## src/rtl/nseq_pkg.sv

```systemverilog
package nseq_pkg;

    localparam logic [7:0] CMD_ERASE_SETUP = 8'h60;
    localparam logic [7:0] CMD_ERASE_GO    = 8'hD0;
    localparam logic [7:0] CMD_PROG_SETUP  = 8'h80;
    localparam logic [7:0] CMD_PROG_GO     = 8'h10;
    localparam logic [7:0] CMD_READ_SETUP  = 8'h00;
    localparam logic [7:0] CMD_READ_GO     = 8'h30;

    typedef enum logic [1:0] {
        OP_ERASE = 2'd0,
        OP_PROG  = 2'd1,
        OP_READ  = 2'd2,
        OP_READX = 2'd3
    } op_e;

    typedef enum logic [2:0] {
        ST_IDLE, ST_CMD1, ST_ADDR, ST_WDATA, ST_CMD2, ST_WAIT, ST_RDATA
    } st_e;

    typedef enum logic [1:0] {
        BUS_NONE, BUS_WR, BUS_RD
    } bus_e;

    typedef struct packed {
        logic [7:0] first;
        logic [7:0] second;
    } cmd_pair_t;

    function automatic cmd_pair_t cmds_for(op_e op);
        cmd_pair_t c;
        case (op)
            OP_ERASE: begin c.first = CMD_ERASE_SETUP; c.second = CMD_ERASE_GO; end
            OP_PROG:  begin c.first = CMD_PROG_SETUP;  c.second = CMD_PROG_GO;  end
            default:  begin c.first = CMD_READ_SETUP;  c.second = CMD_READ_GO;  end
        endcase
        return c;
    endfunction

    function automatic logic is_read(op_e op);
        return (op == OP_READ) || (op == OP_READX);
    endfunction

endpackage

```

## src/rtl/nseq_rb_sync.sv

```systemverilog
module nseq_rb_sync (
    input  logic clk,
    input  logic rst,
    input  logic rb_async,
    output logic rb_rise
);
    logic s1, s2, s3;

    always_ff @(posedge clk) begin
        if (rst) begin
            s1 <= 1'b1;
            s2 <= 1'b1;
            s3 <= 1'b1;
        end else begin
            s1 <= rb_async;
            s2 <= s1;
            s3 <= s2;
        end
    end

    assign rb_rise = s2 & ~s3;
endmodule

```

## src/rtl/nseq_strobe.sv

```systemverilog
module nseq_strobe
    import nseq_pkg::*;
#(
    parameter int SETUP_W = 4,
    localparam int CW = SETUP_W + 1
) (
    input  logic               clk,
    input  logic               rst,
    input  bus_e               mode,
    input  logic [SETUP_W-1:0] setup,
    output logic               we_n,
    output logic               re_n,
    output logic               sample,
    output logic               last
);
    logic [CW-1:0] cnt;
    logic [CW-1:0] lim;
    logic          active;
    logic          low;

    assign lim    = {1'b0, setup} + CW'(1);
    assign active = (mode != BUS_NONE);
    assign low    = active && (cnt < lim);
    assign last   = active && (cnt == lim);
    assign sample = (mode == BUS_RD) && (cnt == {1'b0, setup});
    assign we_n   = !(low && (mode == BUS_WR));
    assign re_n   = !(low && (mode == BUS_RD));

    always_ff @(posedge clk) begin
        if (rst || !active || last) cnt <= '0;
        else                        cnt <= cnt + CW'(1);
    end
endmodule

```

## src/rtl/nand_seq_engine.sv

```systemverilog
module nand_seq_engine
    import nseq_pkg::*;
#(
    parameter int ADDR_MAX = 5,
    parameter int SETUP_W  = 4,
    parameter int LEN_W    = 12,
    localparam int AW      = 8 * ADDR_MAX,
    localparam int NCYC_W  = $clog2(ADDR_MAX + 1)
) (
    input  logic              clk,
    input  logic              rst,
    input  logic              req_valid,
    input  logic [1:0]        req_op,
    input  logic [AW-1:0]     req_addr,
    input  logic [NCYC_W-1:0] req_addr_cycles,
    input  logic [SETUP_W-1:0] req_setup,
    input  logic [LEN_W-1:0]  req_len,
    input  logic [7:0]        wr_byte,
    output logic              wr_take,
    output logic              busy,
    output logic              done_stat,
    output logic              irq,
    output logic              err_stat,
    output logic [7:0]        rd_data,
    output logic              rd_valid,
    output logic              nand_cle,
    output logic              nand_ale,
    output logic              nand_we_n,
    output logic              nand_re_n,
    output logic [7:0]        nand_dq_out,
    output logic              nand_dq_oe,
    input  logic [7:0]        nand_dq_in,
    input  logic              nand_rb
);
    st_e               st;
    op_e               op_q;
    logic [AW-1:0]     addr_q;
    logic [NCYC_W-1:0] ncyc_q;
    logic [SETUP_W-1:0] setup_q;
    logic [LEN_W-1:0]  len_q;
    logic [LEN_W-1:0]  idx;
    logic [NCYC_W-1:0] ncyc_in;
    cmd_pair_t         cmds;
    bus_e              mode;
    logic              bus_last, bus_sample, rb_rise;
    logic              last_addr, last_data;

    always_comb begin
        if (req_addr_cycles == '0)
            ncyc_in = NCYC_W'(1);
        else if (req_addr_cycles > NCYC_W'(ADDR_MAX))
            ncyc_in = NCYC_W'(ADDR_MAX);
        else
            ncyc_in = req_addr_cycles;
    end

    assign cmds = cmds_for(op_q);

    always_comb begin
        case (st)
            ST_CMD1, ST_ADDR, ST_WDATA, ST_CMD2: mode = BUS_WR;
            ST_RDATA:                            mode = BUS_RD;
            default:                             mode = BUS_NONE;
        endcase
    end

    nseq_strobe #(.SETUP_W(SETUP_W)) u_strobe (
        .clk(clk), .rst(rst), .mode(mode), .setup(setup_q),
        .we_n(nand_we_n), .re_n(nand_re_n), .sample(bus_sample), .last(bus_last)
    );

    nseq_rb_sync u_rb (
        .clk(clk), .rst(rst), .rb_async(nand_rb), .rb_rise(rb_rise)
    );

    assign last_addr = (idx == LEN_W'(ncyc_q) - LEN_W'(1));
    assign last_data = (idx == len_q - LEN_W'(1));

    always_ff @(posedge clk) begin
        if (rst) begin
            st        <= ST_IDLE;
            op_q      <= OP_ERASE;
            addr_q    <= '0;
            ncyc_q    <= NCYC_W'(1);
            setup_q   <= '0;
            len_q     <= '0;
            idx       <= '0;
            done_stat <= 1'b0;
            irq       <= 1'b0;
            err_stat  <= 1'b0;
            rd_data   <= '0;
            rd_valid  <= 1'b0;
        end else begin
            irq      <= 1'b0;
            rd_valid <= 1'b0;
            if (req_valid && st != ST_IDLE)
                err_stat <= 1'b1;
            case (st)
                ST_IDLE: if (req_valid) begin
                    op_q      <= op_e'(req_op);
                    addr_q    <= req_addr;
                    ncyc_q    <= ncyc_in;
                    setup_q   <= req_setup;
                    len_q     <= req_len;
                    idx       <= '0;
                    done_stat <= 1'b0;
                    err_stat  <= 1'b0;
                    st        <= ST_CMD1;
                end
                ST_CMD1: if (bus_last) st <= ST_ADDR;
                ST_ADDR: if (bus_last) begin
                    if (last_addr) begin
                        idx <= '0;
                        st  <= (op_q == OP_PROG && len_q != '0) ? ST_WDATA : ST_CMD2;
                    end else begin
                        idx <= idx + LEN_W'(1);
                    end
                end
                ST_WDATA: if (bus_last) begin
                    if (last_data) st <= ST_CMD2;
                    idx <= last_data ? '0 : idx + LEN_W'(1);
                end
                ST_CMD2: if (bus_last) st <= ST_WAIT;
                ST_WAIT: if (rb_rise) begin
                    done_stat <= 1'b1;
                    irq       <= 1'b1;
                    idx       <= '0;
                    st        <= (is_read(op_q) && len_q != '0) ? ST_RDATA : ST_IDLE;
                end
                ST_RDATA: begin
                    if (bus_sample) begin
                        rd_data  <= nand_dq_in;
                        rd_valid <= 1'b1;
                    end
                    if (bus_last) begin
                        if (last_data) st <= ST_IDLE;
                        idx <= idx + LEN_W'(1);
                    end
                end
                default: st <= ST_IDLE;
            endcase
        end
    end

    always_comb begin
        case (st)
            ST_CMD1:  nand_dq_out = cmds.first;
            ST_CMD2:  nand_dq_out = cmds.second;
            ST_ADDR:  nand_dq_out = 8'(addr_q >> {idx, 3'b000});
            ST_WDATA: nand_dq_out = wr_byte;
            default:  nand_dq_out = 8'h00;
        endcase
    end

    assign nand_cle   = (st == ST_CMD1) || (st == ST_CMD2);
    assign nand_ale   = (st == ST_ADDR);
    assign nand_dq_oe = (mode == BUS_WR);
    assign wr_take    = (st == ST_WDATA) && bus_last;
    assign busy       = (st != ST_IDLE);
endmodule

```

## config.mk

```make
export PLATFORM = sky130hd
export DESIGN_NAME = nand_seq_engine
export DESIGN_NICKNAME = d
export VERILOG_FILES = /design/src/rtl/nseq_pkg.sv /design/src/rtl/nseq_rb_sync.sv /design/src/rtl/nseq_strobe.sv /design/src/rtl/nand_seq_engine.sv
export SDC_FILE = /design/constraint.sdc
export NUM_CORES = 1
export LEC_CHECK = 0
export CORE_ASPECT_RATIO = 1.4
export CORE_MARGIN = 4
export CORE_UTILIZATION = 55
export DETAILED_ROUTE_END_ITERATION = 10
export PLACE_DENSITY = 0.84
export SLEW_MARGIN = 20
export SYNTH_ARGS = -nofsm -noshare
export SYNTH_HDL_FRONTEND = slang
export SYNTH_SLANG_ARGS = --single-unit
```

## constraint.sdc

```tcl
create_clock -name clk -period 4.9 [get_ports clk]
set_clock_uncertainty 0.15 [all_clocks]
set_input_delay 0.98 -clock clk [delete_from_list [all_inputs] [get_ports clk]]
set_output_delay 0.98 -clock clk [all_outputs]
set_load 0.02 [all_outputs]
```

Word-level counts from Yosys, hierarchy flattened. Cells that the tools add are included.

Add/sub/neg operators: 5. Magnitude comparators: 2. Eq/ne operators: 25. Shift operators: 1. Multiplexer cells: 34. Bitwise logic cells: 4. Reductions and logical operators: 32.

Operators with widths (count): two-way mux 12 bit (7); case mux 12 bit (5 select lines) (1); two-way mux 3 bit (14); right shift 40 x 15 -> 8 bit (1); case mux 16 bit (2 select lines) (1); case mux 8 bit (4 select lines) (1); equality test 12 bit (2); case mux 3 bit (7 select lines) (1); != test 2 bit, second input constant (8); adder 12 x 1 -> 12 bit, second input constant (1); nonzero test 12 bit (1); subtractor 12 x 1 -> 12 bit, second input constant (1); AND reduction 10 bit (1); equality test 3 bit, second input constant (3); logical AND 1 bit (9); two-way mux 1 bit (7); equality test 2 bit, second input constant (3); equality test 3 x 2 -> 1 bit, second input constant (2); logical NOT 3 bit (2); AND reduction 6 bit (1); adder 4 x 1 -> 5 bit, second input constant (1); adder 5 x 1 -> 5 bit, second input constant (1); equality test 5 x 4 -> 1 bit (1); equality test 5 bit (1); 20 further kinds (32).

Register bits: 96. Bits of input ports: 81. Logic and storage cells: 119.

Logic depth before layout (Yosys ltp). Gate-level depths: netlist of the first run.

Depth after elaboration: 7. Depth in mapped cells: 11. Gate-level depth less buffers: 9.

Modules after synthesis. Synthesis of the first run repeated with hierarchy kept, for this count alone.

Cell total of the unflattened synthesis: 646. Area, all modules: 5057.4 um^2.

By module, submodules not included: nand_seq_engine (instances 1, cells each 593, area an instance 4574.4 um^2, seq. area each 1761.7 um^2); nseq_strobe (instances 1, cells each 46, area an instance 397.9 um^2, seq. area each 100.1 um^2); nseq_rb_sync (instances 1, cells each 7, area an instance 85.1 um^2, seq. area each 60.1 um^2).

Worst setup path after synthesis of the first run. No wires, ideal clock.

Path kind: reg-to-output. Start point: register idx[0]. End point: output port nand_dq_out[4]. Arrival time: 2074 ps. Data required time: 3770 ps. Path slack: 1696 ps. Cell stages (with the launch flop): 7. Cells stage by stage: dfxtp_1 > clkbuf_1 > buf_1 > nor3_1 > a22o_1 > a31oi_1 > o21ai_0.

Word-level cells in the longest chain between the ends: 2.

RTL lines: start: declaration (line nand_seq_engine.sv:41) `logic [LEN_W-1:0] idx;`; start signal: assignment (line nand_seq_engine.sv:116) `idx <= idx + LEN_W'(1);`; start signal: assignment (line nand_seq_engine.sv:121) `idx <= last_data ? '0 : idx + LEN_W'(1);`; start signal: assignment (line nand_seq_engine.sv:137) `idx <= idx + LEN_W'(1);`; right shift 40 x 15 -> 8 bit (line nand_seq_engine.sv:149) `ST_ADDR: nand_dq_out = 8'(addr_q >> {idx, 3'b000});`; case mux 8 bit (4 select lines) (line nand_seq_engine.sv:146) `case (st)`; end: declaration (line nand_seq_engine.sv:30) `output logic [7:0] nand_dq_out,`.

No other way between the ends.

Worst setup path in the final report of the first run.
Start point: register idx[2]. End point: output port nand_dq_out[4].

Same word-level chain as after synthesis.

==> impl_metrics.toml, run 1 <==
[outcome]
status = "complete, no violations"

[sta]
period_share_pct = 85.5
hold_violations = 0
slew_violations = 0
rsz0062_at_grt = "false"
tns_ps = 0
whs_ps = 273
relSlewSlack_pct = 36.9
fmax_mhz = 239
finalWorstSetupSlack_ps = 709
fin_crit_ps = 4190
tightest_slew_ps = 945
finalSetupViolCount = 0

[synthesis]
synth_xor_area_share_pct = 5.70
ys.flop_type = "dfxtp_1"
synth_top_family_by_area = "simple AND/OR/NAND/NOR gates"
synth_compound_area_share_pct = 18.5
synth_cell_types = 55
synth_area_um2 = 5090
synth_cells = 653
yosys.area_share.simple_pct = 25.3
synth_seq_cells = 96
synth_seq_area_share_pct = 37.7
synth-edff-count = 0
synthMuxAreaShare_pct = 5.11
synth_top_area_share_pct = 37.7
syn-num-nets = 744
synthTopCellsByArea = "dfxtp_1 (38%), nand2_1 (11%), a21oi_1 (6.7%)"
synth_fa_ha_area_share_pct = 2.46
ys_async_sr_fraction_pct = 0
ys_warn_count = 0
synth_top_area_cell = "dfxtp_1"
synth.most_common_cell = "nand2_1"
synthTopCellsByCount = "nand2_1 (148), dfxtp_1 (96), a21oi_1 (68), clkbuf_1 (46), nor2_1 (44)"
avgSynthCellArea_um2 = 7.80

[global_routing]
antenna_found_initial = 0
grt_pass1_vias = 5033
grt_max_degree = 67
grt_pass1_wl_mm = 23.3
grt_use_total_pct = 27.1
grt_overflow = 0

[critical_path]
cp_max_fo = 11
crit_chain = "inv_1 -> nor3_1 -> a22o_1 -> a31oi_1 -> o21ai_0 -> clkdlybuf4s50_1"
end_kind = "primary output"
required_ps = 3770
crit_arrival_ps = 3060
critPathKind = "register to primary output"
slowest_stage = "nor3_1"
start_kind = "register"
crit_path_max_incr_delay_ps = 740

[cts]
cts.htree.levels = 3
cts_root_buffer = "clkbuf_16"
postCtsSetupBuffers = 0
postCtsHoldBufs = 0
cts_sinks = 96
cts_resized = 0
worstSkewPairLatency_ps = 340
cts_tree = "yes"
clk_path_buf_depth = 2
clk_pin_slew_worst_paths_ps = 70
cts_buffers = 9

[route]
firstDrtPassIters = 5
ant_nets = 0
avgRoutedWirePerCell_um = 17.3
wl_mm = 14.5
routed_via_density = 6.11
routed-via-count = 5115
first_iter_violations = 313
drc = 0

[floorplanning]
die_height_um = 122
core_um2 = 9030
die_area_um2 = 10900
num_rows = 41
top_level_ports = 108
die_w_um = 89.3
initial_utilization_pct = 56.4

[layout]
drive_above_1_share_pct = 5.48
antenna_cells = 0
layout.nets = 817
area_growth_pct = 27.0
fin_util_pct = 71.6

[power]
leakage_nw = 2.43
ir_worst_vdd_v = 0.000305
p_switching_mw = 1.19
p_seq_share_pct = 35.3
p_int_mw = 1.87
p_per_area_nw_per_um2 = 473
switching_share_pct = 38.9
power.clock.fraction_pct = 24.7
combPwrFrac_pct = 40.0

[job]
maxCapViolCount = 0

[place]
place_ws_ps = 1140
gp_congestion = 0.899
dp_hpwl_mm = 10.3
port_buffers = 107

[min_path]
hp-class = "register to register"
==> final timing paths <==
path            start              to  slack, ps  depth (start not counted)
max            idx[2]  nand_dq_out[4]        710                          6
min           u_rb.s1         u_rb.s2        270                          1
max reg2reg  len_q[0]          idx[0]       1240                          8
min reg2reg   u_rb.s1         u_rb.s2        270                          1
==> cells by family after synthesis <==
kind of cell / after synthesis
compound gates: 147
xor+xnor: 30
fa+ha+maj: 10
buf+inv: 68
flops: 96
mux: 16
simple gates: 286
==> area by class of cell <==
type / count / area, µm²
Clock inverter: 6 / 92.6
Tap cell: 107 / 134
Fill cell: 717 / 2560
Sequential cell: 96 / 1920
Multi-Input combinational cell: 489 / 2920
Inverter: 18 / 67.6
Clock buffer: 9 / 225
Timing Repair Buffer: 112 / 1100
==> cell usage in the layout, fill, tap and decap left out, drive strengths merged, types with 9 or more instances in the layout <==
master / Yosys / layout
clkbuf: 47 / 9
xnor2: 18 / 18
nor2: 44 / 44
nand2: 148 / 148
ha: 10 / 10
nor2b: 9 / 9
o21ai: 15 / 15
xor2: 10 / 10
dfxtp: 96 / 96
a22oi: 12 / 12
clkdlybuf4s50: 0 / 106
inv: 18 / 20
nand3: 19 / 19
nor3: 18 / 18
a21oi: 68 / 68
==> critical path: cells and delay by family, from the launching register on <==
kind / cells / cell delay, ps
buffers and inverters: 2 / 930
and+or+nand+nor: 1 / 740
AOI/OAI and AO/OA: 3 / 580
DFF: 1 / 470
==> flip-flops by register name, indices dropped and copies added, names as in the netlist, 3 cells and up, named ones only <==
| register | cells |
|---|---|
| u_strobe.cnt | 5 |
| idx | 12 |
| st | 3 |
| rd_data | 8 |
| len_q | 12 |
| setup_q | 4 |
| ncyc_q | 3 |
| addr_q | 40 |
==> metrics by stage <==
step	power (mW)	std cells	area, µm²
2_1_floorplan	1.88	653	5090
3_3_place_gp	2.25	822	6150
3_5_place_dp	2.29	822	6150
4_1_cts	3.04	837	6460
5_1_grt	3.23	837	6470
6_report	3.06	837	6470
==> metal layers <==
metal  share of wire, %  track usage [%]
met1                 39             32.7
met2                 50             45.6
met3                7.1             5.82
met4                3.0             11.5
met5                  0                0
==> power by group through the flow <==
stage	Clock, mW	Sequential [mW]	Combinational [mW]
floorplan	0	0.989	0.896
global placement	0	1.08	1.17
detailed placement	0	1.09	1.20
CTS	0.758	1.07	1.21
global route	0.793	1.10	1.34
finish	0.756	1.08	1.22
Power figures use the tool's default switching activity.
==> run 2, diff against run 1 <==
--- a/config.mk
+++ b/config.mk
@@ -9,7 +9,7 @@
 export CORE_MARGIN = 4
 export CORE_UTILIZATION = 55
 export DETAILED_ROUTE_END_ITERATION = 10
-export PLACE_DENSITY = 0.84
+export PLACE_DENSITY = 0.89
 export SLEW_MARGIN = 20
 export SYNTH_ARGS = -nofsm -noshare
 export SYNTH_HDL_FRONTEND = slang
==> run 2 against run 1 <==
  * Core utilization shrank 0.46 points
  * Cell count grew 0.12%
  * Count of clock-buffer cells in the layout grew 1
  * Highest routed layer unchanged
==> impl_metrics.toml, run 2 (synthesized netlist as in run 1, its figures left out) <==
[place]
placed_cells = 823
place_ws_ps = 1290
dp_hpwl_mm = 10.7
gp_congestion = 0.899
port_buffers = 107

[cts]
cts_root_buffer = "clkbuf_16"
clk_path_buf_depth = 2
clk_pin_slew_worst_paths_ps = 60
postCtsSetupBuffers = 0
cts_resized = 0
cts_tree = "yes"
cts_buffers = 9
cts_sinks = 96
cts.htree.levels = 3
postCtsHoldBufs = 0
worstSkewPairLatency_ps = 340

[sta]
slew_violations = 0
fmax_mhz = 255
period_share_pct = 80.1
tns_ps = 0
finalSetupViolCount = 0
finalWorstSetupSlack_ps = 975
hold_violations = 0
relSlewSlack_pct = 40.3
rsz0062_at_grt = "false"
tightest_slew_ps = 893
fin_crit_ps = 3920

[global_routing]
grt_overflow = 0
grt_pass1_wl_mm = 23.9
grt_use_total_pct = 28.0
grt_max_degree = 61
antenna_found_initial = 0
grt_pass1_vias = 5208

[power]
p_seq_share_pct = 35.4
ir_worst_vdd_v = 0.000320
power.clock.fraction_pct = 21.5
p_per_area_nw_per_um2 = 460
leakage_nw = 2.41
combPwrFrac_pct = 43.1
switching_share_pct = 40.3
total_power_mw = 2.96
p_switching_mw = 1.19
p_int_mw = 1.76

[critical_path]
critPathKind = "register to primary output"
end_kind = "primary output"
start_kind = "register"
required_ps = 3770
cp_max_fo = 13
crit_arrival_ps = 2790

[min_path]
hp-class = "register to register"

[layout]
fin_util_pct = 71.2
layout.nets = 818
stdcell_count = 838
area_growth_pct = 26.2
drive_above_1_share_pct = 5.61
final_common_cell = "nand2_1"
final_cell_mix = "nand2_1 (148), clkdlybuf4s50_1 (106), dfxtp_1 (96), a21oi_1 (68), nor2_1 (43)"
reg.largest.list = "addr_q (40), idx (12), len_q (12)"
final.fill_count = 672
regArea_um2 = 1920
antenna_cells = 0
regMostFlops = "addr_q"
largest_register_ffs = 40
multi_input_area_um2 = 2930

[floorplanning]
die_area_um2 = 10900
num_rows = 41
die_height_um = 122
top_level_ports = 108
initial_utilization_pct = 56.4
core_um2 = 9030
die_w_um = 89.3

[route]
routed_via_density = 6.11
firstDrtPassIters = 5
drc = 0
wl_mm = 14.6
avgRoutedWirePerCell_um = 17.4
ant_nets = 0
routed-via-count = 5119
first_iter_violations = 371

[outcome]
status = "complete, no violations"

[job]
maxCapViolCount = 0
run 2: final timing paths:
path	from	endpoint	slack [ps]	cells after the start
worst min register to register	u_rb.s1	u_rb.s2	260	1
worst max-delay path	st[1]	nand_dq_out[5]	980	5
worst min-delay path	u_rb.s1	u_rb.s2	260	1
worst max register to register	len_q[0]	idx[1]	1320	8
run 2: worst max-delay path, cell delays in order, from the launching register on:
cell and delay [ps]:
dfxtp_1 590, inv_1 180, nor3_1 390, nand2_1 300, o21ai_0 310, clkdlybuf4s50_1 680
run 2: routing by layer:
layer / global-route usage [%] / share of wire (%) / routed length (µm)
met5: 0 / 0 / 0
met4: 16.6 / 5.1 / 740
met3: 6.43 / 7.5 / 1100
met2: 48.7 / 53 / 7670
met1: 30.1 / 35 / 5070
run 2: through the flow:
stage | area (µm²) | hold WS [ps]
after floorplan | 5090 | 239
after detailed placement | 6160 | 244
after global routing | 6430 | 280
final | 6430 | 258
after CTS | 6420 | 259
after global placement | 6150 | 254
run 2: power by group through the flow:
stage	Clock, mW	Combinational (mW)	Sequential [mW]
after global routing	0.671	1.40	1.06
after CTS	0.637	1.26	1.04
after global placement	0	1.20	1.05
final	0.635	1.27	1.05
after detailed placement	0	1.25	1.06
after floorplan	0	0.896	0.989
run 2: layout make-up:
class                      instances  share of cell area [%]
clock buffer                      10                    3.56
tap                              107                    2.08
multi-input combinational        489                    45.6
inverter                          18                    1.05
timing repair buffer             113                    17.3
sequential                        96                    29.9
clock inverter                     5                   0.545
